==> config.mk <==
export PLATFORM = sky130hd
export DESIGN_NAME = jtx_link_seq
export DESIGN_NICKNAME = d
export VERILOG_FILES = /design/src/rtl/jtx_pkg.sv /design/src/rtl/jtx_lmfc.sv /design/src/rtl/jtx_seq_fsm.sv /design/src/rtl/jtx_lane_fmt.sv /design/src/rtl/jtx_link_seq.sv
export SDC_FILE = /design/constraint.sdc
export NUM_CORES = 1
export LEC_CHECK = 0
export BUFFER_PORTS_ARGS = -buffer_cell sky130_fd_sc_hd__buf_2
export CORE_MARGIN = 10
export CORE_UTILIZATION = 35
export DETAILED_ROUTE_END_ITERATION = 10
export GPL_ROUTABILITY_DRIVEN = 1
export SLEW_MARGIN = 15
export SYNTH_ARGS = -nofsm -noshare
export SYNTH_HDL_FRONTEND = slang
export SYNTH_SLANG_ARGS = --single-unit
==> constraint.sdc <==
create_clock -name clk -period 5.54 [get_ports clk]
set_input_delay 0.277 -clock clk [delete_from_list [all_inputs] [get_ports clk]]
set_output_delay 0.277 -clock clk [all_outputs]
set_load 0.02 [all_outputs]
==> src/rtl/jtx_pkg.sv <==
package jtx_pkg;
  localparam int JTX_MAX_F = 16;
  localparam int JTX_K_MAX = 32;
  localparam int JTX_POS_W = $clog2(JTX_MAX_F * JTX_K_MAX + 1);
  localparam int JTX_CFG_N = 13;
  localparam int JTX_CFG_W = 8 * JTX_CFG_N;
  localparam int JTX_MIN_MF = 20;

  typedef enum logic [1:0] {
    ST_CGS  = 2'd0,
    ST_ILAS = 2'd1,
    ST_DATA = 2'd2
  } jtx_state_e;

  localparam logic [7:0] CH_K = 8'hBC;
  localparam logic [7:0] CH_R = 8'h1C;
  localparam logic [7:0] CH_Q = 8'h9C;
  localparam logic [7:0] CH_A = 8'h7C;

  // Configuration legality: bounded F and K, whole words per multiframe,
  // and room for the parameter block inside one multiframe.
  function automatic logic cfg_valid(input logic [7:0] f, input logic [5:0] k);
    int prod;
    prod = int'(f) * int'(k);
    return (int'(f) >= 1) && (int'(f) <= JTX_MAX_F) &&
           (int'(k) >= 1) && (int'(k) <= JTX_K_MAX) &&
           (prod % 4 == 0) && (prod >= JTX_MIN_MF);
  endfunction

  // Parameter octet idx (0..13) for a lane; 13 is the modulo-256 checksum.
  function automatic logic [7:0] cfg_octet(input logic [JTX_CFG_W-1:0] base,
                                           input int lane, input int idx);
    logic [7:0] sum, cur, pick;
    logic [4:0] lid;
    sum  = 8'd0;
    pick = 8'd0;
    lid  = 5'(lane);
    for (int n = 0; n < JTX_CFG_N; n++) begin
      cur = base[8*n +: 8];
      if (n == 2) cur = {cur[7:5], lid};
      sum = sum + cur;
      if (n == idx) pick = cur;
    end
    if (idx == JTX_CFG_N) pick = sum;
    return pick;
  endfunction

  // Preamble octet at position p of multiframe mf: {ctrl, octet}.
  function automatic logic [8:0] ilas_char(input logic [JTX_POS_W-1:0] p,
                                           input logic [1:0] mf,
                                           input logic [JTX_POS_W-1:0] mflen,
                                           input logic [7:0] cfgo);
    if (p == '0) return {1'b1, CH_R};
    if (p == mflen - JTX_POS_W'(1)) return {1'b1, CH_A};
    if (mf == 2'd1 && p == JTX_POS_W'(1)) return {1'b1, CH_Q};
    if (mf == 2'd1 && p >= JTX_POS_W'(2) && p <= JTX_POS_W'(15)) return {1'b0, cfgo};
    return {1'b0, p[7:0]};
  endfunction
endpackage

==> src/rtl/jtx_lmfc.sv <==
module jtx_lmfc
  import jtx_pkg::*;
(
  input  logic                 clk,
  input  logic                 rst_n,
  input  logic [JTX_POS_W-1:0] mf_len,
  output logic [JTX_POS_W-1:0] pos,
  output logic                 mf_wrap
);
  localparam logic [JTX_POS_W-1:0] STEP = JTX_POS_W'(4);

  // mf_wrap marks the last word of the current multiframe.
  assign mf_wrap = (pos + STEP >= mf_len);

  always_ff @(posedge clk or negedge rst_n) begin
    if (!rst_n)       pos <= '0;
    else if (mf_wrap) pos <= '0;
    else              pos <= pos + STEP;
  end
endmodule

==> src/rtl/jtx_seq_fsm.sv <==
module jtx_seq_fsm
  import jtx_pkg::*;
(
  input  logic       clk,
  input  logic       rst_n,
  input  logic       sync_n,
  input  logic [7:0] cfg_f,
  input  logic       cfg_bad,
  input  logic       mf_wrap,
  output jtx_state_e state,
  output logic [1:0] mf_idx,
  output logic       err_flag
);
  logic [7:0] kcnt, lowcnt, k_inc, low_inc;
  logic       ilas_go, resync_req, err_seen;

  function automatic logic [7:0] add4_sat(input logic [7:0] x);
    return (x > 8'd251) ? 8'hFF : x + 8'd4;
  endfunction

  assign k_inc   = add4_sat(kcnt);
  assign low_inc = add4_sat(lowcnt);

  // Leave commas once F+9 released octets have gone out and the next word
  // opens a multiframe.
  assign ilas_go = (state == ST_CGS) && sync_n && !cfg_bad && mf_wrap &&
                   ({1'b0, k_inc} >= ({1'b0, cfg_f} + 9'd9));
  // A drop longer than four frames restarts synchronisation.
  assign resync_req = (state != ST_CGS) && !sync_n &&
                      ({2'b00, low_inc} > {cfg_f, 2'b00});
  assign err_flag = err_seen | cfg_bad;

  always_ff @(posedge clk or negedge rst_n) begin
    if (!rst_n) begin
      state    <= ST_CGS;
      mf_idx   <= 2'd0;
      kcnt     <= 8'd0;
      lowcnt   <= 8'd0;
      err_seen <= 1'b0;
    end else begin
      lowcnt <= sync_n ? 8'd0 : low_inc;
      if (resync_req) err_seen <= 1'b1;
      if (cfg_bad || resync_req) begin
        state  <= ST_CGS;
        kcnt   <= 8'd0;
        mf_idx <= 2'd0;
      end else begin
        case (state)
          ST_CGS: begin
            kcnt <= sync_n ? k_inc : 8'd0;
            if (ilas_go) begin
              state  <= ST_ILAS;
              mf_idx <= 2'd0;
            end
          end
          ST_ILAS: begin
            if (mf_wrap) begin
              if (mf_idx == 2'd3) state <= ST_DATA;
              else                mf_idx <= mf_idx + 2'd1;
            end
          end
          default: ;
        endcase
      end
    end
  end

  // a single-cycle drop in data never leaves the data phase
  a_r8_short_drop_kept: assert property (@(posedge clk) disable iff (!rst_n)
    (state == ST_DATA && !sync_n && $past(sync_n) && !cfg_bad) |=> state == ST_DATA);
endmodule

==> src/rtl/jtx_lane_fmt.sv <==
module jtx_lane_fmt
  import jtx_pkg::*;
#(
  parameter int LANE = 0
) (
  input  logic                 clk,
  input  logic                 rst_n,
  input  jtx_state_e           state,
  input  logic [1:0]           mf_idx,
  input  logic [JTX_POS_W-1:0] pos,
  input  logic [JTX_POS_W-1:0] mf_len,
  input  logic [JTX_CFG_W-1:0] cfg_octets,
  input  logic [31:0]          user_word,
  output logic [31:0]          lane_word,
  output logic [3:0]           lane_ctrl
);
  for (genvar i = 0; i < 4; i++) begin : g_oct
    logic [JTX_POS_W-1:0] p;
    logic [8:0]           ch;
    logic [7:0]           oct;
    logic                 ctl;
    always_comb begin
      p  = pos + JTX_POS_W'(i);
      ch = ilas_char(p, mf_idx, mf_len, cfg_octet(cfg_octets, LANE, int'(p) - 2));
      case (state)
        ST_ILAS: begin oct = ch[7:0];            ctl = ch[8]; end
        ST_DATA: begin oct = user_word[8*i +: 8]; ctl = 1'b0;  end
        default: begin oct = CH_K;               ctl = 1'b1;  end
      endcase
    end
    assign lane_word[8*i +: 8] = oct;
    assign lane_ctrl[i]        = ctl;
  end

  // comma phase sends only flagged commas
  a_r1_cgs_comma: assert property (@(posedge clk) disable iff (!rst_n)
    state == ST_CGS |-> (lane_ctrl == 4'hF && lane_word == {4{CH_K}}));
  // data phase forwards the user word with no control flags
  a_r6_data_clean: assert property (@(posedge clk) disable iff (!rst_n)
    state == ST_DATA |-> (lane_ctrl == 4'h0 && lane_word == user_word));
endmodule

==> src/rtl/jtx_link_seq.sv <==
module jtx_link_seq
  import jtx_pkg::*;
#(
  parameter int LANES = 2
) (
  input  logic                   clk,
  input  logic                   rst_n,
  input  logic                   sync_n,
  input  logic [7:0]             cfg_f,
  input  logic [5:0]             cfg_k,
  input  logic [JTX_CFG_W-1:0]   cfg_octets,
  input  logic [32*LANES-1:0]    tx_data,
  output logic [32*LANES-1:0]    lane_data,
  output logic [4*LANES-1:0]     lane_ctrl,
  output logic                   data_phase,
  output logic                   err_irq
);
  logic [JTX_POS_W-1:0] mf_len, pos;
  logic                 mf_wrap, cfg_bad, in_ilas;
  logic [1:0]           mf_idx;
  jtx_state_e           state;

  assign cfg_bad    = !cfg_valid(cfg_f, cfg_k);
  assign mf_len     = JTX_POS_W'({6'd0, cfg_f} * {8'd0, cfg_k});
  assign data_phase = (state == ST_DATA);
  assign in_ilas    = (state == ST_ILAS);

  jtx_lmfc u_lmfc (
    .clk(clk), .rst_n(rst_n), .mf_len(mf_len), .pos(pos), .mf_wrap(mf_wrap)
  );

  jtx_seq_fsm u_fsm (
    .clk(clk), .rst_n(rst_n), .sync_n(sync_n), .cfg_f(cfg_f), .cfg_bad(cfg_bad),
    .mf_wrap(mf_wrap), .state(state), .mf_idx(mf_idx), .err_flag(err_irq)
  );

  for (genvar l = 0; l < LANES; l++) begin : g_lane
    jtx_lane_fmt #(.LANE(l)) u_fmt (
      .clk(clk), .rst_n(rst_n), .state(state), .mf_idx(mf_idx), .pos(pos),
      .mf_len(mf_len), .cfg_octets(cfg_octets), .user_word(tx_data[32*l +: 32]),
      .lane_word(lane_data[32*l +: 32]), .lane_ctrl(lane_ctrl[4*l +: 4])
    );
  end

  // the preamble opens at multiframe position zero, only after release
  a_r2_ilas_on_boundary: assert property (@(posedge clk) disable iff (!rst_n)
    $rose(in_ilas) |-> (pos == '0 && $past(sync_n)));
  // data follows the fourth preamble multiframe, on a boundary
  a_r3_four_multiframes: assert property (@(posedge clk) disable iff (!rst_n)
    $rose(data_phase) |-> ($past(mf_idx) == 2'd3 && $past(in_ilas) && pos == '0));
  // leaving data with a legal configuration needs a low sync request
  a_r8_resync_needs_low: assert property (@(posedge clk) disable iff (!rst_n)
    ($fell(data_phase) && !cfg_bad) |-> $past(!sync_n));
  // an invalid configuration holds the comma phase with the flag up
  a_r9_bad_cfg_holds: assert property (@(posedge clk) disable iff (!rst_n)
    cfg_bad |=> (state == ST_CGS && err_irq));
endmodule

==> results of run 1 <==
## metal layers
metal	wire, um	up-vias
li1	-	4566
met1	14500	4723
met2	18200	403
met3	2720	80
met4	1320	0
met5	0	-
## cells in the final DEF, fill, tap and decap left out, types with 5 or more instances in the layout
master	instances
nor2_1	69
o21ai_1	16
ha_2	5
ha_1	96
fa_2	5
nand4_1	16
xor2_1	10
xnor2_1	47
a31oi_1	17
o211ai_1	6
fa_1	94
nor3_1	17
and3_1	14
clkbuf_16	5
nand2b_1	10
xnor3_1	6
nand3_1	28
buf_4	44
dfrtp_1	29
o21ai_0	29
a21oi_2	6
a21oi_1	83
and2_1	21
buf_2	247
nand2_1	140
a221oi_1	13
a22oi_1	20
a22o_1	10
nor2b_1	14
a211oi_1	15
inv_1	144
nor4_1	8
a311oi_1	6
a21o_1	14
o31ai_1	13
## logic make-up after synthesis
| family | Yosys count | share of synthesized area [%] |
|---|---|---|
| xor gates and xnor gates | 66 | 7.21 |
| buffers and inverters | 226 | 9.63 |
| AOI/OAI and AO/OA | 294 | 20.8 |
| muxes | 3 | 0.317 |
| DFF | 29 | 7.66 |
| adders and majority gates | 203 | 34.7 |
| and+or+nand+nor | 375 | 19.7 |
## cell usage after synthesis, types with 4 or more instances
library cell,instances
buf_1,5
o31ai_1,13
buf_4,9
dfrtp_1,29
o21ai_1,15
nand3b_1,4
nand4b_1,4
and3_1,14
nor3_1,17
buf_2,6
a22o_1,10
o21bai_1,4
nor2b_1,15
xnor3_1,6
and2_1,21
a211oi_1,15
o211ai_1,6
nand3_1,28
fa_1,99
nand2b_1,12
nor4_1,8
a311oi_1,7
a21o_1,14
o21ai_0,30
clkbuf_1,56
xnor2_1,48
a31oi_1,17
a22oi_1,20
nand4_1,16
a221o_1,4
a21oi_1,89
a31o_1,5
nor2_1,69
ha_1,104
a221oi_1,13
o21a_1,4
nand2_1,140
xor2_1,10
inv_1,146
or4_1,4
## state kept, by name, summed over array words and instances (netlist names)
signal          flops
u_fsm.kcnt          8
u_fsm.lowcnt        8
u_lmfc.pos          8
u_fsm.err_seen      1
u_fsm.mf_idx        2
u_fsm.state         2
## final timing paths
| kind | start | to | cells past startpoint |
|---|---|---|---|
| setup / recovery | cfg_octets[8] | lane_data[63] | 21 |
| hold reg to reg | u_fsm.err_seen | u_fsm.err_seen | 1 |
| setup reg to reg | u_fsm.lowcnt[2] | u_fsm.state[1] | 13 |
| max in group asynchronous | rst_n | u_lmfc.pos[3] | 1 |
| min in group clk | sync_n | u_fsm.lowcnt[7] | 2 |
| hold / removal | rst_n | u_fsm.lowcnt[7] | 1 |
## worst max-delay path, delay by kind of cell
family	cells	cell delay [ps]
AOI/OAI and AO/OA	6	1060
and+or+nand+nor	1	140
xor gates and xnor gates	6	1290
buffers and inverters	2	230
adders and majority gates	6	2270
## per-stage QoR
stage	power, mW	setup TNS [ps]	setup WS [ps]
2_1_floorplan	3.59	0	10.9
3_3_place_gp	4.98	-728	-440
3_5_place_dp	5.05	-828	-514
4_1_cts	5.47	-77.3	-77.3
5_1_grt	6.36	-466	-233
6_report	5.80	-17.6	-17.6
## timing repair
item	CTS	global route
gates cloned	0	0
resized for setup	16	24
hold buffers	0	0
pin swaps	19	21
setup endpoints to repair	3	12
setup buffers	2	0
## final cells by class
class,count,area (sq um)
antenna,2,5.00
clock buffer,7,143
clock inverter,1,30.0
fill,2716,15300
inverter,147,552
multi-input combinational,941,8000
sequential,29,726
tap,341,427
timing repair buffer,297,1660
## power by group through the flow
stage               clock network, mW  registers [mW]  logic [mW]
finish                          0.322           0.361        5.12
global placement                    0           0.359        4.62
floorplan                           0           0.266        3.33
global route                    0.338           0.369        5.66
detailed placement                  0           0.362        4.69
CTS                             0.327           0.358        4.79
==> out/summary.txt, run 1 <==
Status - complete, but fails checks
Failing checks - setup timing
Synth Warn # - 0
RSZ-0062 raised after global routing - yes
Layout cells sized above 1 - 24.8%
Rows - 60
Total CTS buffers - 5
Largest cells by area after synthesis - fa_1 21%, ha_1 14%, dfrtp_1 7.7%
Combinational power share - 88.2%
Placed cells - 1753
Clk sinks - 29
Clock-pin slew on the worst setup and hold paths - 50 ps
First-pass GRT wire length - 55.5 mm
Critical Path Fanout Max - 2
First drt pass iteration count - 8
Setup WS post-layout - -17.6 ps
Final Hold Viols - 0
H-Tree Depth - 2
Min Hold Slack - 53.7 ps
Leading area contributor after synthesis - fa_1
Critical path arrival - 5280 ps
Avg Inst Size Synth - 7.92 sq um
Switching Share - 49.2%
Seq pwr share - 6.2%
Cell mode on critical path - xnor3_1
I/O Buffers - 253
Syn Std Cell Area - 0.00947 sq mm
Clock Skew - 9.30 ps
Synthesized net count - 1584
Tcrit/Tclk final - 100%
Post-DP HPWL - 31.0 mm
Synth Instances - 1196
IO Pins - 259
PwrDens - 503 mW/mm^2
Clock Power Share - 5.6%
CTS tree - built
Top FF cell, synth - dfrtp_1
Vias per cell - 5.54
Critical-path top delay cell - fa_1
Final core occ - 43.0%
Max Slew Vio Count - 0
Layout Nets - 1809
Design internal power - 2.94 mW
Initial antenna violation count - 3
Max-slew headroom - 30.3%
LEAKAGE - 5.49 nW
Latest clock arrival within the worst-skew pair - 280 ps
Via Count - 9772
Die Y - 185 um
Core area - 0.0268 sq mm
Final GP Congestion - 0.939
Max VDD drop - 0.338 mV
P_sw - 2.86 mW
Worst Setup End Kind - output pin
Drt drc - 0
Post-synthesis async set-or-reset flop share - 100%
Drt total wl - 36.7 mm
Cell area after layout - 0.0115 sq mm
Non-filler cells, final - 1765
Busiest grt layer - met2
Cell variety after synth - 76
GRT overflow - 0
DIE AREA - 0.0340 sq mm
Fin crit period - 5560 ps
GR Util met3 - 2.95%
Synth-to-Final Area Change - 21.8%
Worst Hold Class - input port to async pin
Wire per inst - 20.8 um
Initial Utilization - 35.3%
Placed Area - 0.0112 sq mm
1st-iter DRT viols - 657
Sequential-to-total area share from yosys stat - 7.66%
CP cell instances - buf_8, ha_4, fa_2, a21o_1, a21oi_2, o21bai_1, a21oi_1, xor2_1, fa_1, fa_1, fa_1, fa_2, xnor3_1, xnor3_1, xnor3_1, xnor2_2, xnor3_1, nand2b_4, a21o_1, a31o_4, buf_6
Clock buffer depth - 2
#FFs+latches synth - 29
Clock Root Buffer - clkbuf_16
Met1 Track Usage GR - 25.1%
Total GRT Usage - 20.9%
Reg2Reg Setup Slack - 1470 ps
Setup CP Type - input port to output pin
M2 GR Usage - 36.8%
Fmax - 0.180 GHz
Startpoint types - input port
Worst-margin pin slew - 1040 ps
Worst EP required - 5260 ps
ANT nets after route - 0
CP max stage delay - 510 ps
Die Wd - 185 um
Post-synth EDFFs - 0
Largest net degree at the start of global routing - 61
Final setup viols - 1
Vias in the first global route - 9787
Share of the synthesized area in the top cell type - 20.9%
Max_cap viols - 0
Power figures use the tool's default switching activity.
==> inputs of run 2 (changes only) <==
- CORE_MARGIN: 10 -> 4
- PLACE_DENSITY_LB_ADDON: default -> 0.2
==> run 2 against run 1 <==
  * The flow still finishes with violations (setup timing)
  * Register-to-register slack better by 120 ps
  * Sequential cell count stayed put
  * Setup slack worse by 3.0 ps
  * Critical path type unchanged
  * Non-clock buffer count is 15 higher
==> out/summary.txt, run 2 (synthesis results as in run 1) <==
Status - complete, but fails checks
Failing checks - setup timing
Total negative slack - -20.6 ps (-2.99 ps)
Fmax - 0.180 GHz (about the same)
Drt drc - 0 (unchanged)
Initial antenna violation count - 0 (-3)
Register area - 726 sq um (unchanged)
Layout cells sized above 1 - 25.3% (+0.58 points)
Final core occ - 43.8% (+0.73 points)
Total GRT Usage - 22.8% (+1.9 points)
Die Y - 173 um (-6.5%)
Worst Setup End Kind - output pin
Most common cell after layout, fill and taps aside - buf_2
Biggest regs - u_fsm.kcnt (8), u_fsm.lowcnt (8), u_lmfc.pos (8)
Drt total wl - 35.0 mm (-4.5%)
# diodes - 0 (-2)
Final Hold Viols - 0 (unchanged)
Vias per cell - 5.39 (-2.7%)
GRT overflow - 0 (unchanged)
Max VDD drop - 0.369 mV (+9.3%)
RSZ-0062 raised after global routing - yes
Clock buffer depth - 2 (unchanged)
Max_cap viols - 0 (unchanged)
CTS tree - built
Worst-margin pin slew - 901 ps (-141 ps)
Post-DP HPWL - 29.9 mm (-3.6%)
Final setup viols - 1 (unchanged)
Tcrit/Tclk final - 100% (about the same)
Max-slew headroom - 39.6% (+9.3 points)
LEAKAGE - 5.53 nW (+0.74%)
Critical Path Fanout Max - 2 (unchanged)
Wire per inst - 19.8 um (-4.8%)
PwrDens - 485 mW/mm^2 (-3.6%)
M2 GR Usage - 39.0% (+2.2 points)
IO Pins - 259 (unchanged)
Met1 Track Usage GR - 28.6% (+3.4 points)
GR Util met3 - 4.52% (+1.6 points)
Setup CP Type - input port to output pin
Layout Nets - 1824 (+0.83%)
ANT nets after route - 0 (unchanged)
Initial Utilization - 35.9% (+0.60 points)
Core area - 0.0264 sq mm (-1.7%)
H-Tree Depth - 2 (unchanged)
Startpoint types - input port
Rows - 59 (-1.7%)
Worst EP required - 5260 ps (about the same)
Final GP Congestion - 0.914 (-2.6%)
Total CTS buffers - 5 (unchanged)
Busiest grt layer - met2
Most frequent cells in the layout - 246 x buf_2, 146 x inv_1, 140 x nand2_1, 100 x ha_1, 94 x fa_1
Cts hold-fix bufs - 0 (unchanged)
Latest clock arrival within the worst-skew pair - 280 ps (about the same)
Synth-to-Final Area Change - 21.8% (unchanged)
Total power - 5.59 mW (-3.6%)
First drt pass iteration count - 5 (-3)
1st-iter DRT viols - 578 (-12%)
Max Slew Vio Count - 0 (unchanged)
Critical path arrival - 5280 ps (about the same)
Fin crit period - 5560 ps (+2.99 ps)
Clock Skew - 8.27 ps (-1.03 ps)
First-pass GRT wire length - 53.9 mm (-2.8%)
Largest net degree at the start of global routing - 61 (unchanged)
Vias in the first global route - 9616 (-1.7%)
Place WS - -519 ps (-5.22 ps)
Filler cells - 2725 (+0.33%)
DIE AREA - 0.0298 sq mm (-13%)
Die Wd - 173 um (-6.5%)
Clock Root Buffer - clkbuf_16
Clk sinks - 29 (unchanged)
Via Count - 9544 (-2.3%)
I/O Buffers - 253 (unchanged)
Setup WS post-layout - -20.6 ps (-2.99 ps)
Clock-pin slew on the worst setup and hold paths - 50 ps (about the same)
Worst Hold Class - input port to async pin
Multi-input gate area - 0.00796 sq mm (-0.55%)
run 2: cell count changes in the layout (fill, tap and decap cells not counted), moves of 2 or more:
cell,before,now
buf_4,44,61
buf_12,2,0
inv_2,3,1
clkinv_2,0,2
ha_2,5,2
ha_1,96,100
inv_1,144,146
xor2_2,0,2
diode_2,2,0
run 2: critical path, cell delays in order:
cell and delay [ps]:
buf_2 120, buf_4 130, ha_1 300, a21oi_2 180, o211ai_1 160, nor2_1 160
xnor2_1 170, fa_1 440, inv_1 80, fa_1 440, fa_1 490, fa_1 550
inv_1 60, ha_1 300, inv_1 80, o21bai_1 100, a21oi_2 220, xnor3_1 340
nand2b_4 140, a21o_1 190, a31o_4 230, buf_6 120
run 2: area by class of cell:
cell class	instances	area share (%)
tap	335	3.63
sequential	29	6.29
clock buffer	6	1.12
multi-input combinational	941	69.0
timing repair buffer	312	15.1
inverter	147	4.78
clock inverter	2	0.0868
run 2: final timing paths:
kind	slack, ps	startpoint	depth (start not counted)	end
max reg2reg	1590	u_fsm.lowcnt[3]	13	u_fsm.state[1]
max	-20	cfg_octets[1]	22	lane_data[63]
min	50	rst_n	1	u_fsm.kcnt[0]
min reg2reg	460	u_fsm.err_seen	1	u_fsm.err_seen
min in group clk	300	sync_n	2	u_fsm.lowcnt[4]
max in group asynchronous	5030	rst_n	1	u_fsm.mf_idx[1]
run 2: timing repair:
item	in CTS	in global routing
endpoints found under the setup margin	2	50
setup buffers	2	5
pin swaps	17	18
gates resized for setup	14	18
run 2: stage by stage:
stage | hold slack [ps] | instances | area (sq um)
6_report | 47.1 | 1772 | 11500
5_1_grt | 104 | 1772 | 11500
4_1_cts | 77.0 | 1767 | 11400
3_5_place_dp | 372 | 1758 | 11200
3_3_place_gp | 365 | 1758 | 11200
2_1_floorplan | -18.6 | 1196 | 9500
run 2: metal layers:
layer  up-vias  wire, um
met5         -         0
met4         0      1450
met3        66      2310
met2       303     16700
met1      4580     14500
li1       4595         -
run 2: where the power goes:
part	leakage, nW	switching, mW	total (mW)	internal (mW)
sequential	0.393	0.122	0.361	0.239
clock	0.0706	0.0987	0.263	0.165
combinational	5.07	2.56	4.97	2.41
total	5.53	2.78	5.59	2.82
